[config.mk]
export PLATFORM = sky130hd
export DESIGN_NAME = msi_cache_ctrl
export DESIGN_NICKNAME = d
export VERILOG_FILES = /design/src/rtl/msi_pkg.sv /design/src/rtl/msi_line_array.sv /design/src/rtl/msi_snoop_unit.sv /design/src/rtl/msi_proc_ctrl.sv /design/src/rtl/msi_cache_ctrl.sv
export SDC_FILE = /design/constraint.sdc
export NUM_CORES = 1
export LEC_CHECK = 0
export ABC_AREA = 1
export BUFFER_PORTS_ARGS = -buffer_cell sky130_fd_sc_hd__buf_2
export CAP_MARGIN = 20
export CORE_UTILIZATION = 55
export DETAILED_ROUTE_END_ITERATION = 7
export PLACE_DENSITY = 0.76
export SLEW_MARGIN = 0
export SYNTH_ARGS = -nofsm -noshare
export SYNTH_HDL_FRONTEND = slang
export SYNTH_HIERARCHICAL = 1
export SYNTH_SLANG_ARGS = --single-unit
[constraint.sdc]
create_clock -name clk_i -period 4.75 [get_ports clk_i]
set_input_delay 0.7125 -clock clk_i [delete_from_list [all_inputs] [get_ports clk_i]]
set_output_delay 0.7125 -clock clk_i [all_outputs]
set_load 0.02 [all_outputs]
[src/rtl/msi_pkg.sv]
package msi_pkg;
  typedef enum logic [1:0] {
    ST_I = 2'd0,
    ST_S = 2'd1,
    ST_M = 2'd2
  } line_st_e;

  typedef enum logic [1:0] {
    BUS_NONE = 2'd0,
    BUS_RD   = 2'd1,
    BUS_RDX  = 2'd2,
    BUS_WB   = 2'd3
  } bus_cmd_e;

  typedef enum logic [1:0] {
    P_IDLE = 2'd0,
    P_WB   = 2'd1,
    P_FILL = 2'd2
  } proc_st_e;
endpackage

[src/rtl/msi_line_array.sv]
module msi_line_array
  import msi_pkg::*;
#(
  parameter int IDX_W  = 2,
  parameter int TAG_W  = 4,
  parameter int DATA_W = 8
) (
  input  logic              clk_i,
  input  logic              rst_ni,
  // processor-side read
  input  logic [IDX_W-1:0]  a_idx_i,
  output logic [TAG_W-1:0]  a_tag_o,
  output line_st_e          a_st_o,
  output logic [DATA_W-1:0] a_data_o,
  // snoop-side read
  input  logic [IDX_W-1:0]  b_idx_i,
  output logic [TAG_W-1:0]  b_tag_o,
  output line_st_e          b_st_o,
  output logic [DATA_W-1:0] b_data_o,
  // snoop state update
  input  logic              s_we_i,
  input  logic [IDX_W-1:0]  s_idx_i,
  input  line_st_e          s_st_i,
  // processor-side update, wins over snoop update
  input  logic              c_we_i,
  input  logic [IDX_W-1:0]  c_idx_i,
  input  logic [TAG_W-1:0]  c_tag_i,
  input  line_st_e          c_st_i,
  input  logic              c_data_we_i,
  input  logic [DATA_W-1:0] c_data_i
);
  localparam int LINES = 1 << IDX_W;

  logic [TAG_W-1:0]  tag_q  [LINES];
  line_st_e          st_q   [LINES];
  logic [DATA_W-1:0] data_q [LINES];

  always_ff @(posedge clk_i or negedge rst_ni) begin
    if (!rst_ni) begin
      for (int i = 0; i < LINES; i++) begin
        tag_q[i]  <= '0;
        st_q[i]   <= ST_I;
        data_q[i] <= '0;
      end
    end else begin
      if (s_we_i) st_q[s_idx_i] <= s_st_i;
      if (c_we_i) begin
        tag_q[c_idx_i] <= c_tag_i;
        st_q[c_idx_i]  <= c_st_i;
        if (c_data_we_i) data_q[c_idx_i] <= c_data_i;
      end
    end
  end

  assign a_tag_o  = tag_q[a_idx_i];
  assign a_st_o   = st_q[a_idx_i];
  assign a_data_o = data_q[a_idx_i];
  assign b_tag_o  = tag_q[b_idx_i];
  assign b_st_o   = st_q[b_idx_i];
  assign b_data_o = data_q[b_idx_i];
endmodule

[src/rtl/msi_snoop_unit.sv]
module msi_snoop_unit
  import msi_pkg::*;
#(
  parameter int TAG_W = 4
) (
  input  logic             snp_valid_i,
  input  bus_cmd_e         snp_cmd_i,
  input  logic [TAG_W-1:0] snp_tag_i,
  input  logic [TAG_W-1:0] line_tag_i,
  input  line_st_e         line_st_i,
  output logic             flush_o,
  output logic             upd_o,
  output line_st_e         next_st_o
);
  logic hit;

  assign hit = snp_valid_i && (line_st_i != ST_I) && (snp_tag_i == line_tag_i);

  always_comb begin
    next_st_o = line_st_i;
    flush_o   = 1'b0;
    if (hit) begin
      unique case (snp_cmd_i)
        BUS_RD: begin
          if (line_st_i == ST_M) begin
            flush_o   = 1'b1;
            next_st_o = ST_S;
          end
        end
        BUS_RDX: begin
          flush_o   = (line_st_i == ST_M);
          next_st_o = ST_I;
        end
        default: ;
      endcase
    end
  end

  assign upd_o = (next_st_o != line_st_i);
endmodule

[src/rtl/msi_proc_ctrl.sv]
module msi_proc_ctrl
  import msi_pkg::*;
(
  input  logic     clk_i,
  input  logic     rst_ni,
  input  logic     cpu_req_i,
  input  logic     cpu_we_i,
  input  logic     hit_i,       // tag match and post-snoop state valid
  input  line_st_e eff_st_i,    // post-snoop state of the indexed line
  input  logic     bus_gnt_i,
  output bus_cmd_e cmd_o,
  output logic     wb_sel_o,    // bus address from victim tag
  output logic     done_o,
  output logic     stall_o,
  output logic     rdata_bus_o, // read data from bus fill
  output logic     arr_we_o,
  output line_st_e arr_st_o,
  output logic     arr_data_we_o,
  output logic     arr_data_bus_o
);
  proc_st_e st_q, st_d;

  always_ff @(posedge clk_i or negedge rst_ni) begin
    if (!rst_ni) st_q <= P_IDLE;
    else         st_q <= st_d;
  end

  always_comb begin
    st_d           = st_q;
    cmd_o          = BUS_NONE;
    wb_sel_o       = 1'b0;
    done_o         = 1'b0;
    rdata_bus_o    = 1'b0;
    arr_we_o       = 1'b0;
    arr_st_o       = ST_I;
    arr_data_we_o  = 1'b0;
    arr_data_bus_o = 1'b0;
    unique case (st_q)
      P_IDLE: begin
        if (cpu_req_i) begin
          if (hit_i && !cpu_we_i) begin
            done_o = 1'b1;
          end else if (hit_i && eff_st_i == ST_M) begin
            done_o        = 1'b1;
            arr_we_o      = 1'b1;
            arr_st_o      = ST_M;
            arr_data_we_o = 1'b1;
          end else if (hit_i) begin
            st_d = P_FILL;          // upgrade from Shared
          end else if (eff_st_i == ST_M) begin
            st_d = P_WB;            // dirty victim
          end else begin
            st_d = P_FILL;
          end
        end
      end
      P_WB: begin
        if (eff_st_i != ST_M) begin
          st_d = P_FILL;            // victim already flushed by a snoop
        end else begin
          cmd_o    = BUS_WB;
          wb_sel_o = 1'b1;
          if (bus_gnt_i) begin
            arr_we_o = 1'b1;
            arr_st_o = ST_I;
            st_d     = P_FILL;
          end
        end
      end
      P_FILL: begin
        cmd_o = cpu_we_i ? BUS_RDX : BUS_RD;
        if (bus_gnt_i) begin
          done_o         = 1'b1;
          rdata_bus_o    = !cpu_we_i;
          arr_we_o       = 1'b1;
          arr_st_o       = cpu_we_i ? ST_M : ST_S;
          arr_data_we_o  = 1'b1;
          arr_data_bus_o = !cpu_we_i;
          st_d           = P_IDLE;
        end
      end
      default: st_d = P_IDLE;
    endcase
  end

  assign stall_o = cpu_req_i && !done_o;
endmodule

[src/rtl/msi_cache_ctrl.sv]
module msi_cache_ctrl
  import msi_pkg::*;
#(
  parameter int IDX_W  = 2,
  parameter int TAG_W  = 4,
  parameter int DATA_W = 8
) (
  input  logic                    clk_i,
  input  logic                    rst_ni,
  input  logic                    cpu_req_i,
  input  logic                    cpu_we_i,
  input  logic [TAG_W+IDX_W-1:0]  cpu_addr_i,
  input  logic [DATA_W-1:0]       cpu_wdata_i,
  output logic [DATA_W-1:0]       cpu_rdata_o,
  output logic                    cpu_done_o,
  output logic                    cpu_stall_o,
  output logic [1:0]              bus_req_o,
  output logic [TAG_W+IDX_W-1:0]  bus_addr_o,
  output logic [DATA_W-1:0]       bus_wdata_o,
  input  logic                    bus_gnt_i,
  input  logic [DATA_W-1:0]       bus_rdata_i,
  input  logic                    snp_valid_i,
  input  logic [1:0]              snp_cmd_i,
  input  logic [TAG_W+IDX_W-1:0]  snp_addr_i,
  output logic                    flush_o,
  output logic [DATA_W-1:0]       flush_data_o
);
  localparam int ADDR_W = TAG_W + IDX_W;

  logic [IDX_W-1:0]  cpu_idx, snp_idx;
  logic [TAG_W-1:0]  cpu_tag, snp_tag;
  logic [TAG_W-1:0]  a_tag, b_tag;
  line_st_e          a_st, b_st, snp_next, eff_st, arr_st;
  logic [DATA_W-1:0] a_data, b_data, c_data;
  logic              snp_upd, hit, wb_sel, rdata_bus;
  logic              arr_we, arr_data_we, arr_data_bus;
  bus_cmd_e          cmd;

  assign cpu_idx = cpu_addr_i[IDX_W-1:0];
  assign cpu_tag = cpu_addr_i[ADDR_W-1:IDX_W];
  assign snp_idx = snp_addr_i[IDX_W-1:0];
  assign snp_tag = snp_addr_i[ADDR_W-1:IDX_W];

  msi_line_array #(.IDX_W(IDX_W), .TAG_W(TAG_W), .DATA_W(DATA_W)) u_array (
    .clk_i       (clk_i),
    .rst_ni      (rst_ni),
    .a_idx_i     (cpu_idx),
    .a_tag_o     (a_tag),
    .a_st_o      (a_st),
    .a_data_o    (a_data),
    .b_idx_i     (snp_idx),
    .b_tag_o     (b_tag),
    .b_st_o      (b_st),
    .b_data_o    (b_data),
    .s_we_i      (snp_upd),
    .s_idx_i     (snp_idx),
    .s_st_i      (snp_next),
    .c_we_i      (arr_we),
    .c_idx_i     (cpu_idx),
    .c_tag_i     (cpu_tag),
    .c_st_i      (arr_st),
    .c_data_we_i (arr_data_we),
    .c_data_i    (c_data)
  );

  msi_snoop_unit #(.TAG_W(TAG_W)) u_snoop (
    .snp_valid_i (snp_valid_i),
    .snp_cmd_i   (bus_cmd_e'(snp_cmd_i)),
    .snp_tag_i   (snp_tag),
    .line_tag_i  (b_tag),
    .line_st_i   (b_st),
    .flush_o     (flush_o),
    .upd_o       (snp_upd),
    .next_st_o   (snp_next)
  );

  // snoop result is seen by the processor side in the same cycle
  assign eff_st = (snp_upd && snp_idx == cpu_idx) ? snp_next : a_st;
  assign hit    = (eff_st != ST_I) && (a_tag == cpu_tag);

  msi_proc_ctrl u_proc (
    .clk_i          (clk_i),
    .rst_ni         (rst_ni),
    .cpu_req_i      (cpu_req_i),
    .cpu_we_i       (cpu_we_i),
    .hit_i          (hit),
    .eff_st_i       (eff_st),
    .bus_gnt_i      (bus_gnt_i),
    .cmd_o          (cmd),
    .wb_sel_o       (wb_sel),
    .done_o         (cpu_done_o),
    .stall_o        (cpu_stall_o),
    .rdata_bus_o    (rdata_bus),
    .arr_we_o       (arr_we),
    .arr_st_o       (arr_st),
    .arr_data_we_o  (arr_data_we),
    .arr_data_bus_o (arr_data_bus)
  );

  assign c_data       = arr_data_bus ? bus_rdata_i : cpu_wdata_i;
  assign cpu_rdata_o  = rdata_bus ? bus_rdata_i : a_data;
  assign bus_req_o    = cmd;
  assign bus_addr_o   = wb_sel ? {a_tag, cpu_idx} : cpu_addr_i;
  assign bus_wdata_o  = a_data;
  assign flush_data_o = b_data;
endmodule

; Word-level counts from Yosys, hierarchy flattened
; Index checks and enable logic that the tools add are counted.
[classes]
n_shift = 0
mul = 0
n_reduce_logical = 16
n_div = 0
add_sub_neg = 0
n_lt_le_gt_ge = 4
n_eq_ne = 16
n_bitwise = 2
n_mux = 73
[ops]
columns = op, count
row1 = 8-bit 2-to-1 mux, 9
row2 = 2-bit 2-to-1 mux, 23
row3 = 8-bit binary-select mux with 2-bit select, 2
row4 = 32-bit bitwise mux, 1
row5 = 4-bit 2-to-1 mux, 5
row6 = 4-bit binary-select mux with 2-bit select, 2
row7 = 16-bit bitwise mux, 1
row8 = 8-bit bitwise mux, 2
row9 = 8-bit demux with 2-bit select, 1
row10 = 1-bit 2-to-1 mux, 13
row11 = 2-bit case mux with 2 select lines, 3
row12 = "2-bit != test, second input constant", 5
row13 = 1-bit logical AND, 9
row14 = 2-bit binary-select mux with 2-bit select, 2
row15 = 2-bit demux with 2-bit select, 2
row16 = 4-bit demux with 2-bit select, 1
row17 = "2-bit equality test, second input constant", 4
row18 = 4-bit equality test, 2
row19 = "3-bit >= comparator, second input constant", 2
row20 = "3-bit by 1-bit < comparator with 1-bit output, second input constant", 2
row21 = 6-bit 2-to-1 mux, 1
row22 = 2-bit inverter with 3-bit output, 2
row23 = 1-bit case mux with 2 select lines, 3
row24 = 2-bit case mux with 3 select lines, 1
row25 = 10 further kinds, 13
[word_totals]
ram_bits = 0
input_bits = 36
wordCells = 124
reg_bits = 58
mem_bits_ro = 0
n_memories = 0
latch_bits = 0

; Longest topological paths before layout
[logic_depth]
word_depth = 20
ltp_mapped = 27
ltp_nobuf = 25

; Hierarchy
; The synthesis kept the hierarchy.
[modules_own_cells]
columns = mod, area_per_inst_um2, cells_each, instances
row1 = msi_line_array, 3119.2, 422, 1
row2 = msi_cache_ctrl, 406.6, 55, 1
row3 = msi_proc_ctrl, 339.1, 54, 1
row4 = msi_snoop_unit, 205.2, 43, 1

; Worst setup path after synthesis
; OpenSTA, ideal clock, no wires.
[synth_path]
path_kind = input to output
start = input snp_addr_i[0]
end = output cpu_stall_o
arrival_ns = 3.039
required_time_ns = 4.038
path_stages = 20
slack_ns = 0.999
path_cell_list = buf_2 clkbuf_1 o21ai_0 nand2_1 o21ai_1 nor2_2 nand3_2 nor2_1 inv_1 a21oi_1 nand3_1 nand2_1 nand2_1 inv_1 inv_2 nand3_1 nand2_1 nand2_1 nand2_1 nor2_1
[synth_via]
elab_chain_cells = 20
elab_cells_between_ends = 30
classes_between = eq/ne: 5 / mux: 14 / bitwise: 1 / reduce/logical: 10
[synth_rtl]
columns = element, line
row1 = start: declaration, msi_cache_ctrl.sv:24  ; input logic [TAG_W+IDX_W-1:0] snp_addr_i,
row2 = 2-bit inverter with 3-bit output (not written as such) *, msi_line_array.sv:59  ; assign b_st_o = st_q[b_idx_i];
row3 = 2-bit binary-select mux with 2-bit select *, msi_line_array.sv:59
row4 = 2-bit 2-to-1 mux (not written as such) * (2 in series), msi_line_array.sv:59
row5 = named net b_st[1], msi_cache_ctrl.sv:33  ; line_st_e a_st, b_st, snp_next, eff_st, arr_st;
row6 = 2-bit equality test / 2-bit nonzero test (equally long branches), "msi_snoop_unit.sv:25, msi_snoop_unit.sv:17"
row7 = 2-bit 2-to-1 mux / 1-bit logical AND (equally long branches), "msi_snoop_unit.sv:25, msi_snoop_unit.sv:17"
row8 = 2-bit case mux with 2 select lines / 1-bit logical AND (equally long branches), "msi_snoop_unit.sv:23, msi_snoop_unit.sv:17"
row9 = 2-bit 2-to-1 mux, msi_snoop_unit.sv:22  ; if (hit) begin
row10 = [1 not listed], -
row11 = named net snp_upd, msi_cache_ctrl.sv:35  ; logic snp_upd, hit, wb_sel, rdata_bus;
row12 = [2 not listed], -
row13 = named net eff_st[0], msi_cache_ctrl.sv:33
row14 = [2 not listed], -
row15 = 1-bit logical AND, msi_proc_ctrl.sv:43  ; end else if (hit_i && eff_st_i == ST_M) begin
row16 = 1-bit 2-to-1 mux, msi_proc_ctrl.sv:43
row17 = 1-bit 2-to-1 mux *, msi_proc_ctrl.sv:41  ; if (hit_i && !cpu_we_i) begin
row18 = 1-bit 2-to-1 mux *, msi_proc_ctrl.sv:40  ; if (cpu_req_i) begin
row19 = 1-bit case mux with 2 select lines *, msi_proc_ctrl.sv:38  ; unique case (st_q)
row20 = named net cpu_done_o, msi_cache_ctrl.sv:15  ; output logic cpu_done_o,
row21 = 1-bit zero test *, msi_proc_ctrl.sv:86  ; assign stall_o = cpu_req_i && !done_o;
row22 = 1-bit logical AND *, msi_proc_ctrl.sv:86
row23 = end: declaration, msi_cache_ctrl.sv:16  ; output logic cpu_stall_o,
; Mark *: on every way through the listed nets, which the timed path passes. The rest lies on a longest branch. The select of a mux whose other input is x is not followed.

; Worst setup path after layout
[layout_path]
start = input snp_addr_i[1]
end = output bus_addr_o[3]
[layout_via]
elab_cells_between_ends = 23
classes_between = eq/ne: 5 / mux: 13 / bitwise: 1 / reduce/logical: 4
[layout_rtl]
columns = element, line
row1 = 2-bit inverter with 3-bit output (not written as such), msi_line_array.sv:58  ; assign b_tag_o = tag_q[b_idx_i];
row2 = 4-bit binary-select mux with 2-bit select, msi_line_array.sv:58
row3 = 4-bit 2-to-1 mux (not written as such) (2 in series), msi_line_array.sv:58
row4 = named net b_tag[0], msi_cache_ctrl.sv:32  ; logic [TAG_W-1:0] a_tag, b_tag;
row5 = 4-bit equality test, msi_snoop_unit.sv:17  ; assign hit = snp_valid_i && (line_st_i != ST_I) && (snp_tag_i == line_tag_i);
row6 = 1-bit logical AND, msi_snoop_unit.sv:17
row7 = 2-bit 2-to-1 mux, msi_snoop_unit.sv:22
row8 = 2-bit != test, msi_snoop_unit.sv:39  ; assign upd_o = (next_st_o != line_st_i);
row9 = named net snp_upd, msi_cache_ctrl.sv:35
row10 = 1-bit logical AND, msi_cache_ctrl.sv:78  ; assign eff_st = (snp_upd && snp_idx == cpu_idx) ? snp_next : a_st;
row11 = 2-bit 2-to-1 mux, msi_cache_ctrl.sv:78
row12 = named net eff_st[1], msi_cache_ctrl.sv:33
row13 = 2-bit != test, msi_proc_ctrl.sv:58  ; if (eff_st_i != ST_M) begin
row14 = 1-bit 2-to-1 mux, msi_proc_ctrl.sv:58
row15 = 1-bit 2-to-1 mux, msi_proc_ctrl.sv:38
row16 = named net wb_sel, msi_cache_ctrl.sv:35
row17 = 6-bit 2-to-1 mux, msi_cache_ctrl.sv:103  ; assign bus_addr_o = wb_sel ? {a_tag, cpu_idx} : cpu_addr_i;
row18 = end: declaration, msi_cache_ctrl.sv:18  ; output logic [TAG_W+IDX_W-1:0] bus_addr_o,
; The timed path passes the listed nets, and every way through them passes these cells. The select of a mux whose other input is x is not followed.

==> results.sh <==
export IMPL_irDropWorstVdd_mv=0.277
export IMPL_postCtsHoldBufs=0
export IMPL_grt_overflow=0
export IMPL_finalMaxSlewViolations=0
export IMPL_muxShareOfSynthArea=0.0553
export IMPL_crit_type="input pin to output port"
export IMPL_synth_compound_area_frac=0.191
export IMPL_synth_cell_types=29
export IMPL_period_needed_ns=4.32
export IMPL_drt_iter0_drc=360
export IMPL_slew_headroom=0.512
export IMPL_hold_ws_ns=0.500
export IMPL_final_nets=682
export IMPL_setup_viol=0
export IMPL_final_hold_viol_count=0
export IMPL_cpLargestDelayFamily="buffers and inverters"
export IMPL_cp_max_fo=14
export IMPL_use_met3=0.0443
export IMPL_drive_above_1_share=0.252
export IMPL_p_leak_uw=0.00250
export IMPL_vias_per_cell=5.59
export IMPL_row_count=30
export IMPL_remaining_drc_errors=0
export IMPL_cp_start_kind="input pin"
export IMPL_synth_top_family_by_area="simple AND/OR/NAND/NOR gates"
export IMPL_gr_usage_met2=0.503
export IMPL_power_density_nw_per_um2=494
export IMPL_grt_pass1_wl_mm=17.7
export IMPL_cpMaxStageDelayCell="inv_1"
export IMPL_avgSynthCellArea_sq_um=7.09
export IMPL_clock_sinks=58
export IMPL_ios=71
export IMPL_coreArea_sq_um=6980
export IMPL_fill_cells=658
export IMPL_num_vias=4150
export IMPL_dpl_hpwl_mm=7.55
export IMPL_path_buf_inv=7
export IMPL_die_h_microns=88.0
export IMPL_wl_mm=10.8
export IMPL_grt_pass1_vias=3880
export IMPL_insertion_delay_ns=0.34
export IMPL_clk_pin_slew_ns=0.07
export IMPL_crit_path_end_kind="output port"
export IMPL_syn_area_sq_um=4070
export IMPL_h_tree_depth=3
export IMPL_worst_clock_skew_ns=0.00609
export IMPL_slowest_delay_ns=0.36
export IMPL_status="finished clean"
export IMPL_finalCritPeriodShare=0.910
export IMPL_yosys_warnings=6
export IMPL_cp_required_ns=4.04
export IMPL_postRouteAntennaNets=0
export IMPL_numPortBuffers=70
export IMPL_syn_instance_count=574
export IMPL_die_w_microns=88.0
export IMPL_max_freq_ghz=0.231
export IMPL_gp_congestion=0.862
export IMPL_crit_arrival_ns=3.61
export IMPL_rsz0062_at_grt="no"
export IMPL_cts_root_buf="clkbuf_8"
export IMPL_start_util=0.583
export IMPL_finalSetupTns_ns=0
export IMPL_cts_buffer_depth=2
export IMPL_synth_xor_area_frac=0.0126
export IMPL_worst_slew_pin_slew_ns=0.732
export IMPL_area_growth_pct=15.7
export IMPL_grt_use_total=0.301
export IMPL_first_pass_iters=6
export IMPL_yosysSeqAreaShare=0.357
export IMPL_cts_tree="yes"
export IMPL_synthAdderAreaFrac=0.0154
export IMPL_syn_nets=615
export IMPL_synth_seq_cells=58
export IMPL_die_area_sq_um=7750
export IMPL_n_antenna_cell=0
export IMPL_hp_class="input pin to asynchronous set/reset pin"
export IMPL_yosys_area_share_simple=0.272
export IMPL_cap_violations=0
export IMPL_crit_top_cell="inv_1"
export IMPL_antenna_found_initial=0
export IMPL_top_usage_layer="met2"
export IMPL_met1_usage=0.379
export IMPL_path_cells="buf_2 > inv_1 > o21ai_0 > o22ai_1 > inv_1 > nand2_1 > nand2_1 > nor2_2 > nand3_2 > nor2_1 > inv_1 > a21oi_1 > nand3_1 > nand2_1 > nand2_2 > inv_1 > nand3_2 > inv_1 > mux2_2 > buf_2"
export IMPL_grt_max_degree=59
export IMPL_wl_per_cell_microns=14.5
export IMPL_cts_buffers_inserted=9
==> what timing repair did <==
action	in CTS	in global routing
endpoints found under the hold margin	0	0
endpoints found under the setup margin	0	4
setup buffers	0	0
resized for setup	0	1
==> worst paths after layout <==
kind                                         start            endpoint  slack, ns  depth (start not counted)
worst max register to register     u_array/st_q[3]  u_array/data_q[31]       1.28                         21
worst min-delay path                        rst_ni  u_array/data_q[12]       0.50                          2
worst min register to register  u_array/data_q[15]  u_array/data_q[15]       0.50                          2
worst max-delay path                 snp_addr_i[1]       bus_addr_o[3]       0.43                         20
min in group clk_i              u_array/data_q[15]  u_array/data_q[15]       0.50                          2
max in group asynchronous                   rst_ni     u_array/st_q[5]       3.75                          2
==> registers in the layout (all words and copies together) (netlist names) <==
| register | cells |
|---|---|
| u_array/data_q | 32 |
| u_array/tag_q | 16 |
| u_proc/st_q | 2 |
| u_array/st_q | 8 |
==> synthesized netlist by cell type (all sizes together) <==
cell	n	area, sq um
clkinv	2	7.51
o21ai	99	556
nand3	23	135
dfrtp	58	1450
nand3b	3	35.0
nand4	6	37.5
buf	14	95.1
xnor2	5	51.3
nand2	157	617
mux2	20	225
clkbuf	11	41.3
a21oi	13	72.6
inv	67	252
o22ai	24	150
ha	5	62.6
nor2	67	282
==> cells in the final DEF (no fill, tap or decap), types with 10 or more instances in the layout <==
cell type,instances
nand2_1,148
o21ai_0,77
buf_2,70
nor2_1,61
inv_1,60
dfrtp_1,58
o22ai_1,24
mux2_2,20
nand3_1,19
o21ai_2,16
a21oi_1,11
buf_4,11
clkbuf_8,10
==> per-layer routing <==
layer	wire length, microns	up-vias
li1	-	2005
met1	4470	1920
met5	0	-
met4	294	0
met3	775	32
met2	5230	193
==> stage by stage <==
step | cell area [sq um] | utilization | cells | worst slack [ns] | total power [uW]
6_report | 4710 | 0.675 | 742 | 0.428 | 2330
2_1_floorplan | 4070 | - | 574 | 0.999 | 1540
3_3_place_gp | 4490 | 0.643 | 726 | 0.527 | 1780
3_5_place_dp | 4490 | 0.643 | 726 | 0.356 | 1810
4_1_cts | 4710 | 0.674 | 742 | 0.367 | 2320
5_1_grt | 4710 | 0.675 | 742 | 0.111 | 2500
==> final cells by class <==
class,count,area (sq um),share of cell area
multi-input cells,422,2220,0.472
inverters,69,263,0.0558
well taps,96,120,0.0255
clock inverters,5,77.6,0.0165
flip-flops and latches,58,1450,0.308
repair buffers,81,433,0.0919
clock buffers,11,141,0.0300
==> logic make-up after synthesis <==
group,count (synthesis)
buffers and inverters,94
multiplexers,20
adder cells (fa/ha/maj),5
AO/OA/AOI/OAI,136
AND/OR/NAND/NOR,256
flip-flops,58
XOR/XNOR,5
==> worst register-to-register path, cell delays in order (launching register included) <==
cell and delay (ns):
dfrtp_1 0.32, inv_1 0.07, a21oi_1 0.14, o21ai_0 0.10, nand2_1 0.17, o21ai_1 0.11
nor2_2 0.17, nand3_2 0.12, nor2_1 0.19, inv_1 0.07, a21oi_1 0.12, nand3_1 0.10
nand2_1 0.08, nand2_1 0.08, a21oi_2 0.18, nand3_1 0.16, nand3b_4 0.20, a21oi_2 0.21
nand3_2 0.27, nor2_2 0.38, nand2_1 0.11, nand2_1 0.08
==> power by group <==
| group | internal [uW] | switching, uW |
|---|---|---|
| Combinational | 360 | 591 |
| Sequential | 703 | 160 |
| Clock | 308 | 205 |
| Total | 1370 | 956 |
(Power assumes the default switching activity.)
